--- config.mk ---
export PLATFORM = sky130hd
export DESIGN_NAME = blit_setup
export DESIGN_NICKNAME = d
export VERILOG_FILES = /design/src/rtl/blit_setup_pkg.sv /design/src/rtl/blit_geom.sv /design/src/rtl/blit_rot.sv /design/src/rtl/blit_walker.sv /design/src/rtl/blit_setup.sv
export SDC_FILE = /design/constraint.sdc
export NUM_CORES = 1
export LEC_CHECK = 0
export BUFFER_PORTS_ARGS = -buffer_cell sky130_fd_sc_hd__buf_4
export CORE_MARGIN = 4
export CORE_UTILIZATION = 45
export DETAILED_ROUTE_END_ITERATION = 8
export HOLD_SLACK_MARGIN = 0.03
export PLACE_DENSITY = 0.68
export SYNTH_ARGS = -nofsm -noshare
export SYNTH_HDL_FRONTEND = slang
export SYNTH_HIERARCHICAL = 1
export SYNTH_SLANG_ARGS = --single-unit
export TNS_END_PERCENT = 1
--- constraint.sdc ---
create_clock -name clk -period 7.36 [get_ports clk]
set_input_delay 1.84 -clock clk [delete_from_list [all_inputs] [get_ports clk]]
set_output_delay 1.84 -clock clk [all_outputs]
set_load 0.01 [all_outputs]
--- src/rtl/blit_setup_pkg.sv ---
package blit_setup_pkg;
  // Bit positions inside the direction control word
  localparam int DIRW_XFWD  = 0;
  localparam int DIRW_YFWD  = 1;
  localparam int DIRW_LAST  = 5;
  localparam int DIRW_ROTEN = 7;
  localparam int DIRW_ROTLO = 8;

  typedef enum logic {WK_IDLE = 1'b0, WK_RUN = 1'b1} walk_st_e;
endpackage

--- src/rtl/blit_geom.sv ---
module blit_geom #(
  parameter int CW = 16,
  localparam int XW = CW + 3,
  localparam int YW = CW + 1
) (
  input  logic [CW-1:0] sx,
  input  logic [CW-1:0] sy,
  input  logic [CW-1:0] dx,
  input  logic [CW-1:0] dy,
  input  logic [CW-1:0] w,
  input  logic [CW-1:0] h,
  input  logic          m24,
  output logic [XW-1:0] sx_adj,
  output logic [YW-1:0] sy_adj,
  output logic [XW-1:0] dx_adj,
  output logic [YW-1:0] dy_adj,
  output logic [XW-1:0] wu,
  output logic          xf,
  output logic          yf
);
  logic [XW-1:0] sx_s, dx_s, xoff;
  logic [YW-1:0] yoff;

  // Tripling in 24-bit mode: v*3 = (v<<1) + v
  always_comb begin
    if (m24) begin
      sx_s = (XW'(sx) << 1) + XW'(sx);
      dx_s = (XW'(dx) << 1) + XW'(dx);
      wu   = (XW'(w)  << 1) + XW'(w);
    end else begin
      sx_s = XW'(sx);
      dx_s = XW'(dx);
      wu   = XW'(w);
    end
  end

  always_comb begin
    xoff   = wu - XW'(1);
    yoff   = YW'(h) - YW'(1);
    yf     = !(sy < dy);
    xf     = !(sx_s < dx_s);
    sy_adj = yf ? YW'(sy) : YW'(sy) + yoff;
    dy_adj = yf ? YW'(dy) : YW'(dy) + yoff;
    sx_adj = xf ? sx_s : sx_s + xoff;
    dx_adj = xf ? dx_s : dx_s + xoff;
  end
endmodule

--- src/rtl/blit_rot.sv ---
module blit_rot #(
  parameter int XW = 19
) (
  input  logic [XW-1:0] dx,
  input  logic          xf,
  input  logic          en,
  output logic [2:0]    code
);
  logic [XW-1:0] biased, quarter, phase;

  always_comb begin
    biased  = xf ? dx : dx + XW'(2);
    quarter = biased >> 2;
    phase   = quarter % XW'(6);
    code    = en ? phase[2:0] : 3'd0;
  end
endmodule

--- src/rtl/blit_walker.sv ---
module blit_walker
  import blit_setup_pkg::*;
#(
  parameter int CW = 16,
  localparam int XW = CW + 3,
  localparam int YW = CW + 1
) (
  input  logic          clk,
  input  logic          rst_n,
  input  logic          load,
  input  logic [XW-1:0] x0,
  input  logic [YW-1:0] y0,
  input  logic [XW-1:0] wlen,
  input  logic [CW-1:0] hlen,
  input  logic          xf,
  input  logic          yf,
  output logic          active,
  output logic [XW-1:0] wx,
  output logic [YW-1:0] wy,
  output logic          wlast
);
  walk_st_e      st_q, st_d;
  logic [XW-1:0] cx_q, cx_d, xs_q, xs_d, col_q, col_d, wl_q, wl_d;
  logic [YW-1:0] cy_q, cy_d;
  logic [CW-1:0] row_q, row_d, hl_q, hl_d;
  logic          xf_q, xf_d, yf_q, yf_d;
  logic          row_end, at_last;

  assign row_end = (col_q == wl_q - XW'(1));
  assign at_last = row_end && (row_q == hl_q - CW'(1));

  always_comb begin
    st_d  = st_q;
    cx_d  = cx_q;
    cy_d  = cy_q;
    xs_d  = xs_q;
    col_d = col_q;
    row_d = row_q;
    wl_d  = wl_q;
    hl_d  = hl_q;
    xf_d  = xf_q;
    yf_d  = yf_q;
    if (st_q == WK_IDLE) begin
      if (load) begin
        st_d  = WK_RUN;
        cx_d  = x0;
        xs_d  = x0;
        cy_d  = y0;
        col_d = '0;
        row_d = '0;
        wl_d  = wlen;
        hl_d  = hlen;
        xf_d  = xf;
        yf_d  = yf;
      end
    end else if (at_last) begin
      st_d = WK_IDLE;
    end else if (row_end) begin
      col_d = '0;
      row_d = row_q + CW'(1);
      cx_d  = xs_q;
      cy_d  = yf_q ? cy_q + YW'(1) : cy_q - YW'(1);
    end else begin
      col_d = col_q + XW'(1);
      cx_d  = xf_q ? cx_q + XW'(1) : cx_q - XW'(1);
    end
  end

  always_ff @(posedge clk or negedge rst_n) begin
    if (!rst_n) begin
      st_q  <= WK_IDLE;
      cx_q  <= '0;
      cy_q  <= '0;
      xs_q  <= '0;
      col_q <= '0;
      row_q <= '0;
      wl_q  <= '0;
      hl_q  <= '0;
      xf_q  <= 1'b0;
      yf_q  <= 1'b0;
    end else begin
      st_q  <= st_d;
      cx_q  <= cx_d;
      cy_q  <= cy_d;
      xs_q  <= xs_d;
      col_q <= col_d;
      row_q <= row_d;
      wl_q  <= wl_d;
      hl_q  <= hl_d;
      xf_q  <= xf_d;
      yf_q  <= yf_d;
    end
  end

  assign active = (st_q == WK_RUN);
  assign wx     = cx_q;
  assign wy     = cy_q;
  assign wlast  = active && at_last;

  AST_WALK_XSTEP: assert property (@(posedge clk) disable iff (!rst_n)
    (active && !row_end) |=> (wx == ($past(xf_q) ? $past(wx) + XW'(1) : $past(wx) - XW'(1))) && $stable(wy));
  AST_WALK_YSTEP: assert property (@(posedge clk) disable iff (!rst_n)
    (active && row_end && !at_last) |=> (wy == ($past(yf_q) ? $past(wy) + YW'(1) : $past(wy) - YW'(1))) && (wx == xs_q));
  AST_WALK_ENDS: assert property (@(posedge clk) disable iff (!rst_n)
    wlast |=> !active);
endmodule

--- src/rtl/blit_setup.sv ---
module blit_setup
  import blit_setup_pkg::*;
#(
  parameter int CW = 16,
  localparam int XW = CW + 3,
  localparam int YW = CW + 1
) (
  input  logic          clk,
  input  logic          rst_n,
  input  logic          req_valid,
  output logic          req_ready,
  input  logic [CW-1:0] req_src_x,
  input  logic [CW-1:0] req_src_y,
  input  logic [CW-1:0] req_dst_x,
  input  logic [CW-1:0] req_dst_y,
  input  logic [CW-1:0] req_width,
  input  logic [CW-1:0] req_height,
  input  logic          req_mode24,
  output logic          setup_valid,
  output logic [XW-1:0] src_x_o,
  output logic [YW-1:0] src_y_o,
  output logic [XW-1:0] dst_x_o,
  output logic [YW-1:0] dst_y_o,
  output logic [XW-1:0] unit_width,
  output logic          x_fwd,
  output logic          y_fwd,
  output logic [2:0]    rot_code,
  output logic          rot_en,
  output logic [15:0]   dir_word,
  output logic [31:0]   src_xy_word,
  output logic [31:0]   dst_xy_word,
  output logic [31:0]   size_word,
  output logic          busy,
  output logic          walk_valid,
  output logic [XW-1:0] walk_x,
  output logic [YW-1:0] walk_y,
  output logic          walk_last
);
  // Reset: asserted asynchronously, released on a clock edge
  logic rs_meta, rs_n;
  always_ff @(posedge clk or negedge rst_n) begin
    if (!rst_n) begin
      rs_meta <= 1'b0;
      rs_n    <= 1'b0;
    end else begin
      rs_meta <= 1'b1;
      rs_n    <= rs_meta;
    end
  end

  logic [XW-1:0] g_sx, g_dx, g_wu;
  logic [YW-1:0] g_sy, g_dy;
  logic          g_xf, g_yf;
  logic [2:0]    g_rot;
  logic          take, nonempty, walk_act;

  blit_geom #(.CW(CW)) u_geom (
    .sx(req_src_x), .sy(req_src_y), .dx(req_dst_x), .dy(req_dst_y),
    .w(req_width), .h(req_height), .m24(req_mode24),
    .sx_adj(g_sx), .sy_adj(g_sy), .dx_adj(g_dx), .dy_adj(g_dy),
    .wu(g_wu), .xf(g_xf), .yf(g_yf)
  );

  blit_rot #(.XW(XW)) u_rot (
    .dx(g_dx), .xf(g_xf), .en(req_mode24), .code(g_rot)
  );

  assign req_ready = !walk_act;
  assign nonempty  = (req_width != '0) && (req_height != '0);
  assign take      = req_valid && req_ready && nonempty;

  // Setup result registers, clock enable = take
  logic [XW-1:0] sx_q, dx_q, wu_q;
  logic [YW-1:0] sy_q, dy_q;
  logic [CW-1:0] h_q;
  logic          xf_q, yf_q, en_q, sv_q, sv_d;
  logic [2:0]    rot_q;

  assign sv_d = take;

  always_ff @(posedge clk or negedge rs_n) begin
    if (!rs_n) begin
      sv_q <= 1'b0;
    end else begin
      sv_q <= sv_d;
    end
  end

  always_ff @(posedge clk or negedge rs_n) begin
    if (!rs_n) begin
      sx_q  <= '0;
      dx_q  <= '0;
      wu_q  <= '0;
      sy_q  <= '0;
      dy_q  <= '0;
      h_q   <= '0;
      xf_q  <= 1'b0;
      yf_q  <= 1'b0;
      en_q  <= 1'b0;
      rot_q <= '0;
    end else if (take) begin
      sx_q  <= g_sx;
      dx_q  <= g_dx;
      wu_q  <= g_wu;
      sy_q  <= g_sy;
      dy_q  <= g_dy;
      h_q   <= req_height;
      xf_q  <= g_xf;
      yf_q  <= g_yf;
      en_q  <= req_mode24;
      rot_q <= g_rot;
    end
  end

  blit_walker #(.CW(CW)) u_walk (
    .clk(clk), .rst_n(rs_n), .load(take),
    .x0(g_dx), .y0(g_dy), .wlen(g_wu), .hlen(req_height),
    .xf(g_xf), .yf(g_yf),
    .active(walk_act), .wx(walk_x), .wy(walk_y), .wlast(walk_last)
  );

  always_comb begin
    dir_word                          = '0;
    dir_word[DIRW_XFWD]               = xf_q;
    dir_word[DIRW_YFWD]               = yf_q;
    dir_word[DIRW_LAST]               = 1'b1;
    dir_word[DIRW_ROTEN]              = en_q;
    dir_word[DIRW_ROTLO+2:DIRW_ROTLO] = rot_q;
  end

  assign setup_valid = sv_q;
  assign src_x_o     = sx_q;
  assign src_y_o     = sy_q;
  assign dst_x_o     = dx_q;
  assign dst_y_o     = dy_q;
  assign unit_width  = wu_q;
  assign x_fwd       = xf_q;
  assign y_fwd       = yf_q;
  assign rot_code    = rot_q;
  assign rot_en      = en_q;
  assign src_xy_word = {sx_q[15:0], sy_q[15:0]};
  assign dst_xy_word = {dx_q[15:0], dy_q[15:0]};
  assign size_word   = {wu_q[15:0], h_q[15:0]};
  assign busy        = walk_act;
  assign walk_valid  = walk_act;

  AST_ZERO_DROP: assert property (@(posedge clk) disable iff (!rs_n)
    (req_valid && req_ready && !nonempty) |=> (!setup_valid && !walk_valid));
  AST_SETUP_ONE: assert property (@(posedge clk) disable iff (!rs_n)
    setup_valid |=> !setup_valid);
  AST_HOLD_BUSY: assert property (@(posedge clk) disable iff (!rs_n)
    (busy && $past(busy)) |-> ($stable(dst_x_o) && $stable(dst_y_o) && $stable(size_word)));
  AST_ROT_RANGE: assert property (@(posedge clk) disable iff (!rs_n)
    setup_valid |-> (rot_code < 3'd6));
  AST_ROT_OFF: assert property (@(posedge clk) disable iff (!rs_n)
    (setup_valid && !rot_en) |-> (rot_code == 3'd0));
endmodule

Yosys cells after proc, flatten, opt, wreduce, memory -nomap -nowiden
Index checks and enable logic that the tools add are counted.

Reductions and logical operators: 14. Bitwise operators: 1. Div/mod/pow operators: 1. Magnitude comparators: 2. Eq/ne operators: 4. Muxes and demuxes: 30. Add/subtract/negate cells: 18.

Operator list (number): $mux 19 (14); $mux 17 (7); $mux 16 (4); $sub 19x1->19 const B (3); $add 17x16->18 (3); $add 19x1->19 const B (2); $add 19x19->19 (2); $add 16x17->17 (2); $reduce_bool 16->1 (2); $add 19x2->19 const B (1); $eq 19x19->1 (1); $lt 19x19->1 (1); $mod 17x3->19 const B (1); $mux 18 (1); $add 17x1->17 const B (1); $sub 16x1->17 const B (1); $sub 17x1->17 const B (1); $add 16x1->16 const B (1); $eq 16x16->1 (1); $lt 16x16->1 (1); $sub 16x1->16 const B (1); $logic_and 1x1->1 (5); $ne 2x2->1 const B (2); $reduce_and 2->1 (2); other kinds (6) (10).

Flip-flop bits (word level): 244. Input port bits: 100. Output and inout port bits: 250.

Depth between registers and ports, before layout
Gate-level depths: netlist (run 1).

Depth after elaboration: 9. Gate-level depth with buffers: 42.

By module
The synthesis (run 1) kept the hierarchy.

Modules (own cells, without submodules): blit_walker (instances 1, cells each 1048, area an instance 8907.3 um2); blit_geom (instances 1, cells each 1062, area an instance 7752.4 um2); blit_setup (instances 1, cells each 353, area an instance 5091.1 um2); blit_rot (instances 1, cells each 235, area an instance 1629.1 um2).

Least setup slack after synthesis (run 1)
OpenSTA, ideal clock, no wires.

Path type: input to register. From: input port req_dst_x[0]. To: register rot_q[2] (netlist: rot_code[2]). Library setup time: 0.125 ns. Cell stages on the path: 38. Required time: 7.235 ns. Path buffers: 3. Slack: -3.453 ns. Arrival time: 10.689 ns. Cells stage by stage: ha_1 -> fa_1 -> a21o_1 -> a211o_1 -> a2111oi_1 -> nor2_1 -> and2_1 -> o21ai_0 -> nand2_1 -> a31oi_1 -> ha_1 -> a21o_1 -> a21o_1 -> a2111oi_0 -> o21ai_0 -> a31oi_1 -> clkbuf_1 -> buf_1 -> [... 2 more ...] -> nand3_2 -> or4_4 -> or4_1 -> o21ai_0 -> xor2_1 -> o21ai_0 -> o21ai_1 -> or4_4 -> nand4b_4 -> xnor2_1 -> a32oi_2 -> buf_4 -> mux2i_1 -> a211oi_1 -> o21ai_0 -> ha_1 -> o221a_1 -> mux2_2.

Cells in the longest elaborated chain, start to end: 8. Elaborated cells between the ends (all ways): 9. Classes of those cells: add/sub (3); div (1); order compare (1); mux (4).

RTL lines: start, declared (RTL line blit_setup.sv:14) `input logic [CW-1:0] req_dst_x,`; $add 17x16->18 (RTL line blit_geom.sv:28) `dx_s = (XW'(dx) << 1) + XW'(dx);`; $mux 19 (*) (RTL line blit_geom.sv:26) `if (m24) begin`; $add 19x19->19 or $lt 19x19->1 (tied branches) (RTL line blit_geom.sv:45, blit_geom.sv:41); $mux 19 (*) (RTL line blit_geom.sv:45) `dx_adj = xf ? dx_s : dx_s + xoff;`; net g_dx[3] (RTL line blit_setup.sv:51) `logic [XW-1:0] g_sx, g_dx, g_wu;`; $add 19x2->19 (RTL line blit_rot.sv:12) `biased = xf ? dx : dx + XW'(2);`; $mux 19 (*) (RTL line blit_rot.sv:12); $mod 17x3->19 (*) (RTL line blit_rot.sv:14) `phase = quarter % XW'(6);`; $mux 3 (*) (RTL line blit_rot.sv:15) `code = en ? phase[2:0] : 3'd0;`; net g_rot[2] (RTL line blit_setup.sv:54) `logic [2:0] g_rot;`; end signal, assigned (RTL line blit_setup.sv:111) `rot_q <= g_rot;`; end, declared (RTL line blit_setup.sv:77) `logic [2:0] rot_q;`.

The timed path passes the listed nets; every way through them passes the cells marked *. A chain may end at the register's enable or synchronous reset.

Worst setup path in the final report (run 1)
From: input port req_dst_x[0]. To: register rot_q[2] (netlist: rot_code[2]).

Cells in the longest elaborated chain, start to end: 8. Elaborated cells between the ends (all ways): 9. Classes of those cells: add/sub (3); div (1); order compare (1); mux (4).

RTL lines (RTL line): $add 17x16->18 (blit_geom.sv:28); $mux 19 (*) (blit_geom.sv:26); $add 19x19->19 or $lt 19x19->1 (tied branches) (blit_geom.sv:45, blit_geom.sv:41); $mux 19 (*) (blit_geom.sv:45); net g_dx[1] (blit_setup.sv:51); $add 19x2->19 (*) (blit_rot.sv:12); $mux 19 (*) (blit_rot.sv:12); $mod 17x3->19 (*) (blit_rot.sv:14); $mux 3 (*) (blit_rot.sv:15); net g_rot[2] (blit_setup.sv:54).

Marks and branches as above.

==> reports/results.txt, run 1 <==
crit path DAT -> 10.14 ns
CTS sink cnt -> 244
final worst path period need -> 9.70 ns
top-count cell post-synth -> nand2_1
Clock Skews -> 0.0324 ns
Final Cycle Share -> 132%
Mean Syn Cell Area -> 8.67 µm²
Primary FF master, synth -> dfrtp_1
maximum VDD drop -> 219 µV
Worst Path Buf+Inv -> 6
CTS tree -> done
die width -> 236 µm
Pleak -> 14.4 nW
htree depth -> 2
violation count after the first detailed-routing iteration -> 1719
crit-path max FO -> 8
Setup TNS -> -4.66 ns
post-DP HPWL -> 58100 µm
DR vias/cell -> 5.64
Area Overhead vs Synth -> 30.0%
largest family of logic cells by synthesized area -> simple AND/OR/NAND/NOR gates
number of remaining DRC errors -> 0
Critical Path Stages -> 40
Routed WL -> 74800 µm
failing checks -> negative setup slack
Port Buffers -> 339
share of layout cells above drive strength 1 -> 32.3%
DRT antenna net count -> 0
die extent in y -> 236 µm
Worst Setup Slack post-DPL -> -3.00 ns
slowest stage delay, CP -> 0.49 ns
critical path class -> primary input to flop
Reg clk slew, reported paths -> 0.06 ns
placed cells -> 3927
Adder-Cell Fraction of Synth Area -> 10.9%
GRT Util Overall -> 25.6%
mux share of post-synthesis cell area -> 10.5%
CP Data Required Time -> 7.79 ns
pin count of the biggest net entering global routing -> 172
clock buffer depth -> 3
Cell Pwr Density -> 386 nW/µm²
Placed Area -> 28800 µm²
ant diodes -> 0
RSZ-0062 raised after global routing -> true
critical path's slowest cell -> or4_4
Seq/Total Area, Yosys -> 26.1%
Pins Over Slew Limit -> 0
first-pass GRT wire length -> 119000 µm
Worst-Skew Late Latency -> 0.56 ns
Synth Area in Compound Gates -> 17.9%
top cell type by total area after synthesis -> dfrtp_1
CP Capture Type -> flop
Post-synth ARST share -> 100%
num ports -> 350
Post-Syn Area -> 23400 µm²
Worst-Margin Slew -> 1.05 ns
Min-Delay Path Class -> flop to async pin
PnR worst setup slack -> -2.34 ns
wire length per cell -> 18.7 µm
placer's final routability congestion estimate -> 0.931
Critical Path Source Type -> primary input
R2R setup slack -> 2.86 ns
final setup fails -> 2
Worst R2R Start -> u_walk/wl_q[0]
Final Cell Area -> 30400 µm²
crit-path leading delay family -> compound AO/OA/AOI/OAI gates
vias in the first global route -> 22300
Vias -> 22600
Max Cap Viol -> 0
Post-synth top cells -> nand2_1 (290), dfrtp_1 (244), nor2_1 (192), ha_1 (189)
fin nets -> 3601
Yosys reg bits -> 244
Detailed Routing Iterations Pass 1 -> 5
R2R depth -> 13
initial antenna violation count -> 0
Synth Area in Simple Gates -> 19.0%
Ys Warns -> 6
CTS buffer count -> 34
FMAX -> 103 MHz
critical path's most frequent cell -> o21ai_2
Core Util, Final -> 59.1%
core area -> 51400 µm²
relative slew slack -> 30.1%
Congestion Overflow GR -> 0
row count -> 83
Cell variety after synth -> 116
reg2reg end -> u_walk/wy[2]
hold_buf cts -> 0
status -> finished with violations
root buf cell -> clkbuf_16
Fin. Hold Viols -> 0
Synth Instances -> 2698
count of flip-flops with a built-in enable after synthesis -> 0
Initial Util -> 45.5%
Area contributors post-synth -> dfrtp_1 (26%), ha_1 (10%), xnor2_1 (5.8%), mux2_2 (4.8%), nand2_1 (4.7%)
Post-Synth XOR/XNOR Area -> 8.13%
area share of the largest cell type after synthesis -> 26.1%
Non-Filler Instances -> 4007
Die Area -> 55700 µm²
cells by family (layout without fill, tap and decap cells):
logic type               count (synthesis)  count (layout)
AO/OA/AOI/OAI                          616             616
XOR/XNOR                               217             217
adder cells (fa/ha/maj)                198             198
buffers and inverters                  320             940
flip-flops                             244             244
multiplexers                           223             223
other                                    3              12
AND/OR/NAND/NOR                        877             877
cell usage in the layout, fill, tap and decap left out, drive strengths merged, types with 12 or more instances in the layout:
cell type,n
mux2,163
clkbuf,43
ha,189
or4,25
nand2,292
a31o,14
and3,23
or3,15
o211ai,17
nor2b,27
a211oi,43
o21a,28
or2,24
dfrtp,244
a21oi,157
nor4,39
o31ai,26
conb,12
mux2i,60
nand4,33
inv,119
and2,20
a21o,66
nor2,192
a31oi,34
nand2b,19
nor3,66
xnor2,154
nand3,52
buf,764
xor2,63
o21ai,110
layout make-up:
type,instances,area (µm²)
timing repair buffer,764,5820
sequential,244,6110
clock inverter,17,265
multi-input combinational,2143,16000
tap,680,851
clock buffer,43,945
fill,4473,21000
inverter,116,438
worst reg2reg max path: stages, from the launching register on:
cell and delay (ns):
dfrtp_1 0.42, inv_1 0.09, ha_1 0.24, nor3b_2 0.46
nand2_1 0.16, or4b_2 0.63, nand2_1 0.14, nand4_1 0.15
nor4_2 0.46, a21oi_1 0.14, buf_4 0.24, nor2_2 0.46
buf_4 0.39, mux2_2 0.40
how the worst max path moves through the flow:
stage                             from          end  slack [ns]
after floorplan           req_dst_x[0]  rot_code[2]       -2.45
after global placement    req_dst_x[1]  rot_code[2]       -2.80
after detailed placement  req_dst_x[1]  rot_code[2]       -3.00
after CTS                 req_dst_x[1]  rot_code[2]       -2.18
after global routing      req_src_x[0]  rot_code[2]       -2.74
final                     req_dst_x[0]  rot_code[2]       -2.34
flip-flops by register name, summed over array words and instances (netlist names), 3 cells and up:
name and flops:
dst_x_o 19, dst_y_o 17, h_q 16, rot_code 3
src_x_o 19, src_y_o 17, u_walk/col_q 19, u_walk/hl_q 16
u_walk/row_q 16, u_walk/wl_q 19, u_walk/wx 19, u_walk/wy 17
u_walk/xs_q 19, unit_width 19
power by group:
group / switching [mW] / internal (mW) / total (mW)
Combinational: 3.75 / 3.76 / 7.51
Clock: 0.690 / 1.10 / 1.79
Sequential: 0.551 / 1.88 / 2.43
per-layer routing:
layer	part of all wire [%]	GRT usage, %
met1	43	33.6
met4	2.8	7.63
met5	0	0
met3	5.2	3.04
met2	49	44.5
stage by stage:
step / hold WS [ns] / power [mW]
6_report: 0.206 / 11.7
5_1_grt: 0.224 / 12.5
4_1_cts: 0.215 / 11.6
3_5_place_dp: 0.211 / 9.62
3_3_place_gp: 0.203 / 9.42
2_1_floorplan: 0.331 / 7.07
what timing repair did:
item                       4_1_cts  5_1_grt
setup buffers                   11        9
pin swaps                       14       39
gates resized for setup         22       30
setup endpoints to repair        2        2
No activity file was read; power rests on OpenSTA's default activity.
==> inputs of run 2 (changes only) <==
- ABC_AREA: unset -> 1
- PLACE_DENSITY: 0.68 -> 0.67
- TNS_END_PERCENT: 1 -> unset
==> reports/results.txt, run 2 <==
Max Cap Viol -> 0
share of layout cells above drive strength 1 -> 25.2%
DR vias/cell -> 5.23
Adder-Cell Fraction of Synth Area -> 10.1%
CTS sink cnt -> 244
Pleak -> 17.3 nW
placer's final routability congestion estimate -> 0.952
Yosys reg bits -> 244
initial antenna violation count -> 1
final setup fails -> 2
pin count of the biggest net entering global routing -> 104
RSZ-0062 raised after global routing -> true
Post-Syn Area -> 25300 µm²
die width -> 245 µm
crit-path max FO -> 4
Initial Util -> 45.7%
Core Util, Final -> 58.8%
Power Total -> 11.1 mW
critical path class -> primary input to flop
largest family of logic cells by synthesized area -> simple AND/OR/NAND/NOR gates
Mean Syn Cell Area -> 6.58 µm²
Reg clk slew, reported paths -> 0.06 ns
crit path DAT -> 9.57 ns
first-pass GRT wire length -> 133000 µm
count of flip-flops with a built-in enable after synthesis -> 0
Pins Over Slew Limit -> 0
clock buffer depth -> 3
Setup TNS -> -3.29 ns
Cell Pwr Density -> 340 nW/µm²
Fin. Hold Viols -> 0
vias in the first global route -> 25100
Post-synth ARST share -> 100%
number of remaining DRC errors -> 0
worst hold slack -> 0.350 ns
Worst R2R Start -> u_walk/wl_q[0]
Final Cycle Share -> 123%
CP Data Required Time -> 7.87 ns
Cell variety after synth -> 59
mux share of post-synthesis cell area -> 0.441%
violation count after the first detailed-routing iteration -> 2194
post-DP HPWL -> 65900 µm
CP Capture Type -> flop
failing checks -> negative setup slack
Critical Path Source Type -> primary input
DRT antenna net count -> 0
fin nets -> 4718
die extent in y -> 245 µm
Die Area -> 60000 µm²
Post-synth top cells -> nand2_1 (1135), inv_1 (400), nor2_1 (298), dfrtp_1 (244), nand3_1 (231)
Port Buffers -> 339
critical path's most frequent cell -> nand2_1
CTS tree -> done
top-count cell post-synth -> nand2_1
slowest stage delay, CP -> 0.52 ns
status -> finished with violations
row count -> 86
Routed WL -> 84800 µm
htree depth -> 1
Synth Instances -> 3840
core area -> 55300 µm²
Congestion Overflow GR -> 0
Post-Synth XOR/XNOR Area -> 6.37%
FMAX -> 110 MHz
relative slew slack -> 27.3%
Ys Warns -> 6
PnR worst setup slack -> -1.70 ns
Setup crit start -> req_width[0]
Vias -> 27100
maximum VDD drop -> 220 µV
Primary FF master, synth -> dfrtp_1
top cell type by total area after synthesis -> dfrtp_1
Worst-Margin Slew -> 1.09 ns
most frequent cells in the layout -> nand2_1 (1096), buf_4 (752), inv_1 (393), nor2_1 (282), dfrtp_1 (242)
Area contributors post-synth -> dfrtp_1 (24%), nand2_1 (17%), ha_1 (9.4%), inv_1 (5.9%), nand3_1 (4.6%)
area share of the largest cell type after synthesis -> 24.2%
Min-Delay Path Class -> flop to async pin
root buf cell -> clkbuf_16
Clock Skews -> 0.0460 ns
num ports -> 350
CTS buffer count -> 29
wire length per cell -> 16.3 µm
Detailed Routing Iterations Pass 1 -> 6
Area Overhead vs Synth -> 28.7%
Synth Area in Simple Gates -> 36.0%
Worst-Skew Late Latency -> 0.61 ns
final worst path period need -> 9.06 ns
Synth Area in Compound Gates -> 11.3%
most common cell after layout, fill and taps aside -> nand2_1
critical path's slowest cell -> fa_2
GRT Util Overall -> 26.8%
Seq/Total Area, Yosys -> 24.2%
run 2: layer usage:
layer / vias to the layer above / track usage [%] / wire length, µm
met5: - / 0 / 0
met4: 0 / 6.96 / 2310
met3: 127 / 2.15 / 4910
met2: 800 / 43.8 / 38900
met1: 12600 / 38.5 / 38600
li1: 13600 / - / -
run 2: repair_timing:
action | 4_1_cts | 5_1_grt
gates cloned | 0 | 2
buffers inserted | 4 | 22
hold buffers | 0 | 0
pin swaps | 15 | 81
resized for setup | 31 | 130
setup endpoints to repair | 2 | 2
run 2: cell type report:
type,instances,area (µm²)
sequential,244,6110
clock buffer,39,823
multi-input combinational,2969,17100
tap,748,936
fill,5343,22800
antenna,1,2.50
timing repair buffer,761,5790
clock inverter,12,204
inverter,415,1560
run 2: path summary, 6_finish.rpt:
| kind | endpoint | slack (ns) | depth (start not counted) |
|---|---|---|---|
| worst max register to register | u_walk/col_q[14] | 3.19 | 16 |
| worst max-delay path | rot_code[1] | -1.70 | 67 |
| worst min register to register | unit_width[18] | 0.35 | 0 |
| min in group clk | rs_n | 0.36 | 0 |
| worst min-delay path | unit_width[18] | 0.35 | 0 |
| max in group asynchronous | h_q[3] | 5.60 | 1 |
run 2: power by group:
part	internal [mW]	switching [mW]	total, mW
logic	3.03	4.01	7.04
clock network	0.955	0.613	1.57
registers	1.87	0.589	2.46
total	5.86	5.21	11.1
run 2: metrics by stage:
stage / std cells / setup WS [ns] / cell area (µm²)
finish: 5189 / -1.70 / 32500
global route: 5189 / -2.32 / 32500
CTS: 5164 / -1.52 / 31800
detailed placement: 5109 / -2.26 / 30600
global placement: 5109 / -2.08 / 30600
floorplan: 3849 / -1.39 / 25500
run 2: worst max-delay path, delay by kind of cell:
family                     cells  cell delay (ns)
adders and majority gates      4             1.13
AOI/OAI and AO/OA             14             1.88
and+or+nand+nor               41             3.92
buffers and inverters          8             0.80
run 2: kinds of logic (layout without fill, tap and decap cells):
| group | Yosys count | count (layout) |
|---|---|---|
| flip-flops | 244 | 244 |
| buffers and inverters | 636 | 1227 |
| AND/OR/NAND/NOR | 2042 | 2042 |
| other | 3 | 13 |
| multiplexers | 10 | 10 |
| AO/OA/AOI/OAI | 525 | 525 |
| adder cells (fa/ha/maj) | 198 | 198 |
| XOR/XNOR | 182 | 182 |
